[src/rtl/regbank_pkg.sv]
package regbank_pkg;

    localparam int NUM_REGS = 16;
    localparam int REG_W    = 32;
    localparam int HALF_W   = 16;
    localparam int ASID_W   = 8;
    localparam int CODE_W   = 11;
    localparam int AUX_W    = 4;
    localparam int INV_BIT  = 2;

    typedef enum logic [1:0] {
        SZ_BYTE = 2'd0,
        SZ_HALF = 2'd1,
        SZ_WORD = 2'd2,
        SZ_RSVD = 2'd3
    } acc_size_e;

    typedef enum logic [3:0] {
        RG_BUSA    = 4'd0,
        RG_BUSB    = 4'd1,
        RG_BUSC    = 4'd2,
        RG_BUSD    = 4'd3,
        RG_REFCNT  = 4'd4,
        RG_CLKCTL  = 4'd5,
        RG_WAITCTL = 4'd6,
        RG_MEMCTL  = 4'd7,
        RG_MMUCTL  = 4'd8,
        RG_PTEHI   = 4'd9,
        RG_PTELO   = 4'd10,
        RG_PTEAUX  = 4'd11,
        RG_TRAP    = 4'd12,
        RG_EXC     = 4'd13,
        RG_INT     = 4'd14,
        RG_CACHE   = 4'd15
    } reg_id_e;

    typedef struct packed {
        logic    hit;
        reg_id_e id;
        logic    size_ok;
        logic    gated;
        logic    rd_only;
    } dec_t;

    function automatic logic is_half(reg_id_e id);
        return id inside {RG_BUSB, RG_BUSC, RG_REFCNT, RG_CLKCTL};
    endfunction

    function automatic logic [REG_W-1:0] keep_mask(reg_id_e id);
        logic [REG_W-1:0] m;
        case (id)
            RG_CLKCTL, RG_WAITCTL, RG_MEMCTL: m = '0;
            RG_BUSB, RG_BUSC, RG_REFCNT:      m = {{(REG_W-HALF_W){1'b0}}, {HALF_W{1'b1}}};
            RG_TRAP, RG_EXC, RG_INT:          m = {{(REG_W-CODE_W){1'b0}}, {CODE_W{1'b1}}};
            RG_PTEAUX:                        m = {{(REG_W-AUX_W){1'b0}}, {AUX_W{1'b1}}};
            RG_MMUCTL:                        m = ~(REG_W'(1) << INV_BIT);
            default:                          m = '1;
        endcase
        return m;
    endfunction

endpackage

[src/rtl/ctrl_decode.sv]
module ctrl_decode
    import regbank_pkg::*;
#(
    parameter int ADDR_W = 8
) (
    input  logic [ADDR_W-1:0] addr,
    input  logic [1:0]        size,
    output dec_t              dec
);
    localparam int IDX_W    = $clog2(NUM_REGS);
    localparam int BASE_LSB = 2;
    localparam int TOP      = BASE_LSB + IDX_W;

    logic [ADDR_W-1:0] upper;
    reg_id_e           id;

    always_comb begin
        upper       = addr >> TOP;
        id          = reg_id_e'(addr[TOP-1:BASE_LSB]);
        dec.hit     = (addr[BASE_LSB-1:0] == '0) && (upper == '0);
        dec.id      = id;
        dec.size_ok = is_half(id) ? (acc_size_e'(size) == SZ_HALF)
                                  : (acc_size_e'(size) == SZ_WORD);
        dec.gated   = (id == RG_BUSC) || (id == RG_BUSD);
        dec.rd_only = (id == RG_CLKCTL);
    end
endmodule

[src/rtl/ctrl_regs.sv]
module ctrl_regs
    import regbank_pkg::*;
(
    input  logic                             clk,
    input  logic                             rst,
    input  logic                             wr_en,
    input  logic                             rd_en,
    input  reg_id_e                          id,
    input  logic [REG_W-1:0]                 wdata,
    output logic [NUM_REGS-1:0][REG_W-1:0]   store,
    output logic                             inval_p,
    output logic                             flush_p
);
    for (genvar g = 0; g < NUM_REGS; g++) begin : g_reg
        logic [REG_W-1:0] q;
        localparam reg_id_e MY_ID = reg_id_e'(g);

        if (g == int'(RG_REFCNT)) begin : g_count
            always_ff @(posedge clk) begin
                if (rst) begin
                    q <= '0;
                end else if (wr_en && id == MY_ID) begin
                    q <= wdata & keep_mask(MY_ID);
                end else if (rd_en && id == MY_ID) begin
                    q <= {{(REG_W-HALF_W){1'b0}}, q[HALF_W-1:0] + HALF_W'(1)};
                end
            end
        end else begin : g_plain
            always_ff @(posedge clk) begin
                if (rst) begin
                    q <= '0;
                end else if (wr_en && id == MY_ID) begin
                    q <= wdata & keep_mask(MY_ID);
                end
            end
        end

        assign store[g] = q;
    end

    always_ff @(posedge clk) begin
        if (rst) begin
            inval_p <= 1'b0;
            flush_p <= 1'b0;
        end else begin
            inval_p <= wr_en && (id == RG_MMUCTL) && wdata[INV_BIT];
            flush_p <= wr_en && (id == RG_PTEHI) &&
                       (wdata[ASID_W-1:0] != store[RG_PTEHI][ASID_W-1:0]);
        end
    end
endmodule

[src/rtl/ctrl_rdmux.sv]
module ctrl_rdmux
    import regbank_pkg::*;
(
    input  logic [NUM_REGS-1:0][REG_W-1:0] store,
    input  reg_id_e                        id,
    output logic [REG_W-1:0]               rd_val
);
    always_comb begin
        if (id == RG_CLKCTL) rd_val = '0;
        else                 rd_val = store[id];
    end
endmodule

[src/rtl/ctrl_regbank.sv]
module ctrl_regbank
    import regbank_pkg::*;
#(
    parameter int ADDR_W = 8
) (
    input  logic              clk,
    input  logic              rst,
    input  logic              feat_en,
    input  logic [ADDR_W-1:0] bus_addr,
    input  logic              bus_wr,
    input  logic              bus_rd,
    input  logic [1:0]        bus_size,
    input  logic [31:0]       bus_wdata,
    output logic [31:0]       bus_rdata,
    output logic              bus_err,
    output logic              tlb_inval,
    output logic              asid_flush
);
    dec_t                           dec;
    logic [NUM_REGS-1:0][REG_W-1:0] store;
    logic [REG_W-1:0]               rd_val;
    logic                           legal, wr_acc, rd_acc, err_next;

    ctrl_decode #(.ADDR_W(ADDR_W)) u_dec (
        .addr (bus_addr),
        .size (bus_size),
        .dec  (dec)
    );

    always_comb begin
        legal    = dec.hit && dec.size_ok && !(bus_wr && dec.rd_only);
        wr_acc   = bus_wr && legal;
        rd_acc   = bus_rd && !bus_wr && legal;
        err_next = (bus_wr || bus_rd) && (!legal || (dec.gated && !feat_en));
    end

    ctrl_regs u_regs (
        .clk     (clk),
        .rst     (rst),
        .wr_en   (wr_acc),
        .rd_en   (rd_acc),
        .id      (dec.id),
        .wdata   (bus_wdata),
        .store   (store),
        .inval_p (tlb_inval),
        .flush_p (asid_flush)
    );

    ctrl_rdmux u_mux (
        .store  (store),
        .id     (dec.id),
        .rd_val (rd_val)
    );

    always_ff @(posedge clk) begin
        if (rst) begin
            bus_rdata <= '0;
            bus_err   <= 1'b0;
        end else begin
            bus_rdata <= rd_acc ? rd_val : '0;
            bus_err   <= err_next;
        end
    end
endmodule

[config.mk]
export PLATFORM = sky130hd
export DESIGN_NAME = ctrl_regbank
export DESIGN_NICKNAME = d
export VERILOG_FILES = /design/src/rtl/regbank_pkg.sv /design/src/rtl/ctrl_decode.sv /design/src/rtl/ctrl_regs.sv /design/src/rtl/ctrl_rdmux.sv /design/src/rtl/ctrl_regbank.sv
export SDC_FILE = /design/constraint.sdc
export NUM_CORES = 1
export LEC_CHECK = 0
export BUFFER_PORTS_ARGS = -buffer_cell sky130_fd_sc_hd__buf_2
export CAP_MARGIN = 15
export CORE_ASPECT_RATIO = 2
export CORE_MARGIN = 1
export CORE_UTILIZATION = 35
export DETAILED_ROUTE_END_ITERATION = 16
export GPL_TIMING_DRIVEN = 0
export MAX_ROUTING_LAYER = met4
export PLACE_DENSITY = 0.56
export SETUP_SLACK_MARGIN = 0.02
export SLEW_MARGIN = 20
export SYNTH_ARGS = -nofsm -noshare
export SYNTH_HDL_FRONTEND = slang
export SYNTH_HIERARCHICAL = 1
export SYNTH_SLANG_ARGS = --single-unit
[constraint.sdc]
create_clock -name clk -period 4.6 [get_ports clk]
set_input_delay 0.69 -clock clk [delete_from_list [all_inputs] [get_ports clk]]
set_output_delay 0.69 -clock clk [all_outputs]
set_load 0.02 [all_outputs]
# Word level (Yosys, flattened, before mapping)
# Index checks and enable logic that the tools add are counted.
# totals
regBits	311
out_inout_bits	35
elab_cells	79
# classes
addsub	1
n_lt_le_gt_ge	1
eq_ne	16
muxes	5
bitwise_logic	1
n_reduce_logical	38
# ops
op	n
32-bit binary-select mux with 4-bit select	1
4-bit == test, second input constant	8
16-bit two-way mux	2
32-bit two-way mux	1
1-bit logical AND	25
16-bit by 1-bit adder with 16-bit output, second input constant	1
4-bit by 2-bit == test with 1-bit output, second input constant	2
4-bit by 3-bit == test with 1-bit output, second input constant	2
8-bit logical NOT	1
8-bit inequality test	1
4-bit by 5-bit < comparator with 1-bit output, second input constant	1
4-bit by 1-bit == test with 1-bit output, second input constant	1
1-bit logical NOT	4
4-bit logical NOT	1
4-bit nonzero test	1
1-bit logical OR	3
3-bit OR reduction	1
2-bit by 1-bit == test with 1-bit output, second input constant	1
2-bit == test, second input constant	1
2-bit logical NOT	1
2-bit nonzero test	1
1-bit two-way mux	1
1-bit NOT	1

# Longest topological paths before layout
# Gate-level depths: netlist of run 1.
# depth
depth_word	9
ltp_mapped	11

# By module
# Netlist of run 1, hierarchy kept.
# modules_own_cells
module	n_inst	cells_each	area_each_um2	seq_area_each_um2
ctrl_regs	1	1505	11946.5	5565.3
ctrl_rdmux	1	478	4146.5	0.0
ctrl_regbank	1	79	1161.1	660.6
ctrl_decode	1	13	106.4	0.0

# Worst setup path after synthesis of run 1
# Ideal clock, no wire load.
# synth_timing
kind	input -> register
startpoint	input bus_addr[2]
endpoint	register u_regs.g_reg[1].q[10]
arrival_ns	2.771
t_required_ns	4.530
slack_ns	1.759
cell_stages	9
path_buffers	1
cell_sequence	o21a_1 -> nor3_2 -> mux2i_1 -> and4_1 -> or3b_2 -> nor2_2 -> buf_2 -> nand2_1 -> a21oi_1
# synth_rtl
element	line	source
start, declared	ctrl_regbank.sv:9	input logic [ADDR_W-1:0] bus_addr,
end signal, assigned	ctrl_regs.sv:33	q <= wdata & keep_mask(MY_ID);
end, declared	ctrl_regs.sv:15	logic [REG_W-1:0] q;

==> summary.txt, run 1 <==
post-route setup slack -> 0.948 ns
synthesized area -> 17100 um2
drt initial violations -> 912
antenna cell count -> 0
Setup crit end kind -> flip-flop
Clock Skews -> 0.00965 ns
Crit Path Category -> in -> reg
Setup crit start kind -> input port
total power -> 6.22 mW
leakage -> 8.17 nW
FMAX -> 0.274 GHz
CP Data Required Time -> 5.10 ns
hold endpoint -> u_regs/g_reg[3].q[23]$_SDFFE_PP0P_
WL final -> 61600 um
Rows -> 114
setup bufs post-CTS -> 0
H-tree depth -> 1
# setup viols final -> 0
number of vias per cell -> 4.99
via count -> 15000
reg2reg path depth -> 5
FF-to-FF Start -> u_regs/g_reg[4].q[1]$_SDFFE_PP0P_
outcome -> completed
I/O Pins -> 82
crit-path max FO -> 10
VDD IR max -> 288 uV
Slowest cell on crit path -> clkbuf_1
hold path cells -> 3
min Tclk post-route -> 3.65 ns
starting density of the core -> 35.4%
die area -> 49900 um2
first-pass GRT wire length -> 90400 um
Area Overhead vs Synth -> 17.8%
mean post-synth cell area -> 8.38 um2
final hold vios -> 0
# hold bufs at CTS -> 0
setup_tns -> 0 ns
Reg2Reg Setup Slack -> 2.52 ns
CP peak stage delay -> 0.67 ns
Gate Count Post-Synth -> 2043
fin crit share -> 79.4%
DR pass1 iterations -> 5
pwr dens -> 308 nW/um2
worst hold path type -> in -> reg
Final Util -> 41.7%
crit path DAT -> 4.15 ns
gr usage total -> 25.7%
Final HPWL DP -> 47500 um
total of max-cap violations -> 0
RR Endpoint -> u_regs/g_reg[4].q[12]$_SDFFE_PP0P_
clk sinks -> 311
clk_lat worst skew -> 0.59 ns
worst-margin pin slew -> 1.05 ns
routability cong. -> 0.930
clock transition at the registers of the reported paths -> 0.07 ns
Clock Tree Root -> clkbuf_16
Post-DRT Antenna Nets -> 0
GRT overflow -> 0
Layout Nets -> 2401
pins over their slew limit -> 0
vias in the first global route -> 15200
chip height -> 315 um
RSZ-0062 raised after global routing -> no
layout cell share with drive strength beyond 1 -> 19.9%
largest net degree at the start of global routing -> 16
TritonCTS Buffers -> 30
detail-routed net length per standard cell -> 20.4 um
# placed instances -> 2959
DRC -> 0
Max clock buf depth -> 3
CP Cell Sequence -> buf_2 -> o21a_1 -> nor3_2 -> mux2i_1 -> and4_1 -> nand3b_1 -> nor2_1 -> clkbuf_1 -> nand2_1 -> a21oi_1
Die X -> 158 um
post-route insts no fill -> 3015
I/O Buffers -> 75
Slew headroom -> 29.7%
origin of the worst min-delay path -> bus_wdata[23]
post_cts resized -> 0
Placeable Area -> 48400 um2
antenna violations before repair -> 0
CTS tree -> yes
Yosys Warn Count -> 6
pre-CTS setup slack -> 0.557 ns
==> flip-flops by register name (all words and copies together), names as in the netlist <==
| signal | flops |
|---|---|
| u_regs/inval_p | 1 |
| bus_rdata | 32 |
| u_regs/g.q | 276 |
| bus_err | 1 |
| u_regs/flush_p | 1 |
==> per-layer routing <==
metal  vias up  track usage, %  wire, um
met3       229            2.03      2150
met4         0            17.0      4240
li1       7223               -         -
met1      7079            24.1     21200
met5         -               -         0
met2       502            48.6     34100
==> how the worst max path moves through the flow <==
stage,startpoint,to,cells past startpoint
after floorplan,bus_addr[2],u_regs/g_reg[1].q[10]$_SDFFE_PP0P_,9
after global placement,bus_addr[2],u_regs/g_reg[9].q[11]$_SDFFE_PP0P_,10
after detailed placement,bus_addr[2],u_regs/g_reg[9].q[21]$_SDFFE_PP0P_,10
after CTS,bus_addr[2],u_regs/g_reg[9].q[21]$_SDFFE_PP0P_,10
after global routing,bus_addr[2],u_regs/g_reg[9].q[21]$_SDFFE_PP0P_,10
final,bus_addr[2],u_regs/g_reg[9].q[21]$_SDFFE_PP0P_,10
==> area by class of cell <==
class / instances / area (um2)
timing repair buffer: 75 / 375
tap: 638 / 798
clock buffer: 41 / 893
sequential: 311 / 6230
buffer: 376 / 2370
inverter: 4 / 15.0
clock inverter: 15 / 215
fill: 4915 / 28200
multi-input combinational: 1555 / 9270
==> placed cells by master (no fill, tap or decap), types with 8 or more instances in the layout <==
cell,instances
o21ai_0,37
clkbuf_16,31
mux4_2,34
clkbuf_1,106
conb_1,204
xor2_1,10
nor2_1,58
a21oi_1,291
dfxtp_1,311
nand3_1,37
nand2_1,468
a22oi_1,68
buf_2,110
nor3b_2,29
clkbuf_8,8
buf_4,222
nor4_1,10
mux2i_1,225
==> worst max-delay path, delay by kind of cell <==
family,cells,cell delay [ns]
AOI/OAI and AO/OA,2,0.34
buffers and inverters,2,0.81
muxes,1,0.43
and+or+nand+nor,5,1.86
==> stage by stage <==
step           hold WS (ns)  instance area, um2
2_1_floorplan         0.433               17900
6_report              0.395               20200
4_1_cts               0.383               20200
3_5_place_dp          0.443               19100
5_1_grt               0.390               20200
3_3_place_gp          0.439               19100
==> power breakdown <==
part / internal [mW] / switching (mW) / total, mW
clock: 1.64 / 1.16 / 2.80
combinational: 0.310 / 0.417 / 0.727
sequential: 2.69 / 0.000743 / 2.69
No activity file was read; power rests on OpenSTA's default activity.
==> run 2, diff against run 1 <==
--- a/config.mk
+++ b/config.mk
@@ -13,7 +13,7 @@
 export DETAILED_ROUTE_END_ITERATION = 16
 export GPL_TIMING_DRIVEN = 0
 export MAX_ROUTING_LAYER = met4
-export PLACE_DENSITY = 0.56
+export PLACE_DENSITY = 0.58
 export SETUP_SLACK_MARGIN = 0.02
 export SLEW_MARGIN = 20
 export SYNTH_ARGS = -nofsm -noshare
==> constraint.sdc (replaced) <==
create_clock -name clk -period 3.3 [get_ports clk]
set_input_delay 0.495 -clock clk [delete_from_list [all_inputs] [get_ports clk]]
set_output_delay 0.495 -clock clk [all_outputs]
set_load 0.02 [all_outputs]
==> run 2 against run 1 <==
  * Total power grew 34%
  * Utilization is 0.23 points lower
  * Clock-buffer cell count is the same
  * Hold slack got worse by 0.19 ns
  * Sequential cell count is the same
  * Cell area decreased by 0.55%
  * Clock skew is 0.00076 ns higher
  * Critical path depth unchanged
  * Sequential power grew 39%
  * Sequential share of layout area rose by 0.17 points
  * Non-clock buffer count down 1
  * Worst setup slack worse by 0.73 ns
  * Critical path type unchanged
  * Largest cell class unchanged
  * Largest power group is now registers
==> summary.txt, run 2 (same netlist as run 1, synthesis figures left out) <==
outcome -> completed
I/O Buffers -> 75
gr usage total -> 24.8%
Final Cell Area -> 20100 um2
Clock Skews -> 0.0104 ns
Placeable Area -> 48400 um2
leakage -> 8.12 nW
via count -> 15100
Crit Path Category -> in -> reg
P_int -> 6.16 mW
Combinational Power Share -> 12.0%
first-pass GRT wire length -> 88200 um
Largest regs -> u_regs/g.q (276), bus_rdata (32)
H-tree depth -> 1
worst-margin pin slew -> 1.05 ns
# hold bufs at CTS -> 0
CTS tree -> yes
Max clock buf depth -> 3
number of vias per cell -> 5.00
Slew headroom -> 29.9%
routability cong. -> 0.917
largest net degree at the start of global routing -> 16
antenna violations before repair -> 1
min Tclk post-route -> 3.09 ns
Final HPWL DP -> 46000 um
placed cell area -> 19100 um2
pwr dens -> 415 nW/um2
total power -> 8.33 mW
pins over their slew limit -> 0
chip height -> 315 um
crit path DAT -> 3.58 ns
switching pwr -> 2.16 mW
setup bufs post-CTS -> 0
clock transition at the registers of the reported paths -> 0.07 ns
Clock Tree Root -> clkbuf_16
Flop pwr share -> 45.1%
DRC -> 0
starting density of the core -> 35.4%
Rows -> 114
GRT overflow -> 0
VDD IR max -> 367 uV
fin crit share -> 93.5%
WL final -> 59500 um
Largest Register -> u_regs/g.q
I/O Pins -> 82
drt initial violations -> 946
post_cts resized -> 0
sw frac -> 26.0%
detail-routed net length per standard cell -> 19.8 um
Layout Nets -> 2400
leading cell types in the layout, fill and taps excluded -> nand2_1, dfxtp_1, a21oi_1
TritonCTS Buffers -> 30
clock network power share -> 42.9%
layout cell share with drive strength beyond 1 -> 19.7%
RSZ-0062 raised after global routing -> no
Final Util -> 41.5%
Setup crit start kind -> input port
max reg flops -> 276
FMAX -> 0.324 GHz
Die X -> 158 um
crit-path max FO -> 10
clk_lat worst skew -> 0.57 ns
vias in the first global route -> 15300
DR pass1 iterations -> 6
worst hold path type -> in -> reg
final hold vios -> 0
Area Overhead vs Synth -> 17.1%
# setup viols final -> 0
commonest non-fill, non-tap cell in the layout -> nand2_1
total of max-cap violations -> 0
Setup crit end kind -> flip-flop
CP Data Required Time -> 3.80 ns
clk sinks -> 311
Post-DRT Antenna Nets -> 0
die area -> 49900 um2
==> run 2: power by group through the flow <==
stage	clock [mW]	combinational [mW]	sequential (mW)
2_1_floorplan	0	0.690	3.84
3_3_place_gp	0	0.975	3.84
3_5_place_dp	0	0.982	3.84
4_1_cts	3.63	0.985	3.75
5_1_grt	3.77	1.07	3.75
6_report	3.57	1.00	3.75
==> run 2: area by class of cell <==
type	instances	area (um2)
Sequential cell	311	6230
Tap cell	638	798
Antenna cell	1	2.50
Clock buffer	41	853
Fill cell	4893	28300
Inverter	4	15.0
Timing Repair Buffer	75	375
Clock inverter	14	146
Buffer	375	2370
Multi-Input combinational cell	1555	9270
==> run 2: critical path: stages <==
cell      delay [ns]
buf_2           0.12
o21a_1          0.19
nor3_2          0.12
mux2i_1         0.38
and4_1          0.44
nand3b_1        0.21
nor2_1          0.65
clkbuf_1        0.68
nand2_1         0.13
a21oi_1         0.15
==> run 2: routing by layer <==
layer	wire [um]	vias up	part of all wire [%]	track usage (%)
li1	-	7224	-	-
met1	19200	7030	32	22.0
met2	32700	543	55	46.8
met3	2500	261	4.2	2.17
met4	5120	0	8.6	19.9
met5	0	-	0	-
==> run 2: through the flow <==
step / setup TNS [ns] / hold WS, ns / setup slack (ns) / instances
6_report: 0 / 0.205 / 0.215 / 3014
4_1_cts: 0 / 0.179 / 0.294 / 3014
5_1_grt: 0 / 0.194 / 0.0910 / 3014
3_5_place_dp: -18.07 / 0.446 / -0.317 / 2959
2_1_floorplan: 0 / 0.433 / 0.654 / 2246
3_3_place_gp: -15.03 / 0.438 / -0.313 / 2959
==> run 2: path summary, 6_finish.rpt <==
kind	from	end	slack [ns]	cells past startpoint
setup / recovery	bus_addr[2]	u_regs/g_reg[9].q[11]$_SDFFE_PP0P_	0.21	10
hold reg to reg	u_regs/g_reg[3].q[18]$_SDFFE_PP0P_	u_regs/g_reg[3].q[18]$_SDFFE_PP0P_	0.45	2
hold / removal	bus_wdata[8]	u_regs/g_reg[13].q[8]$_SDFFE_PP0P_	0.21	3
setup reg to reg	u_regs/g_reg[4].q[1]$_SDFFE_PP0P_	u_regs/g_reg[4].q[12]$_SDFFE_PP0P_	1.22	5
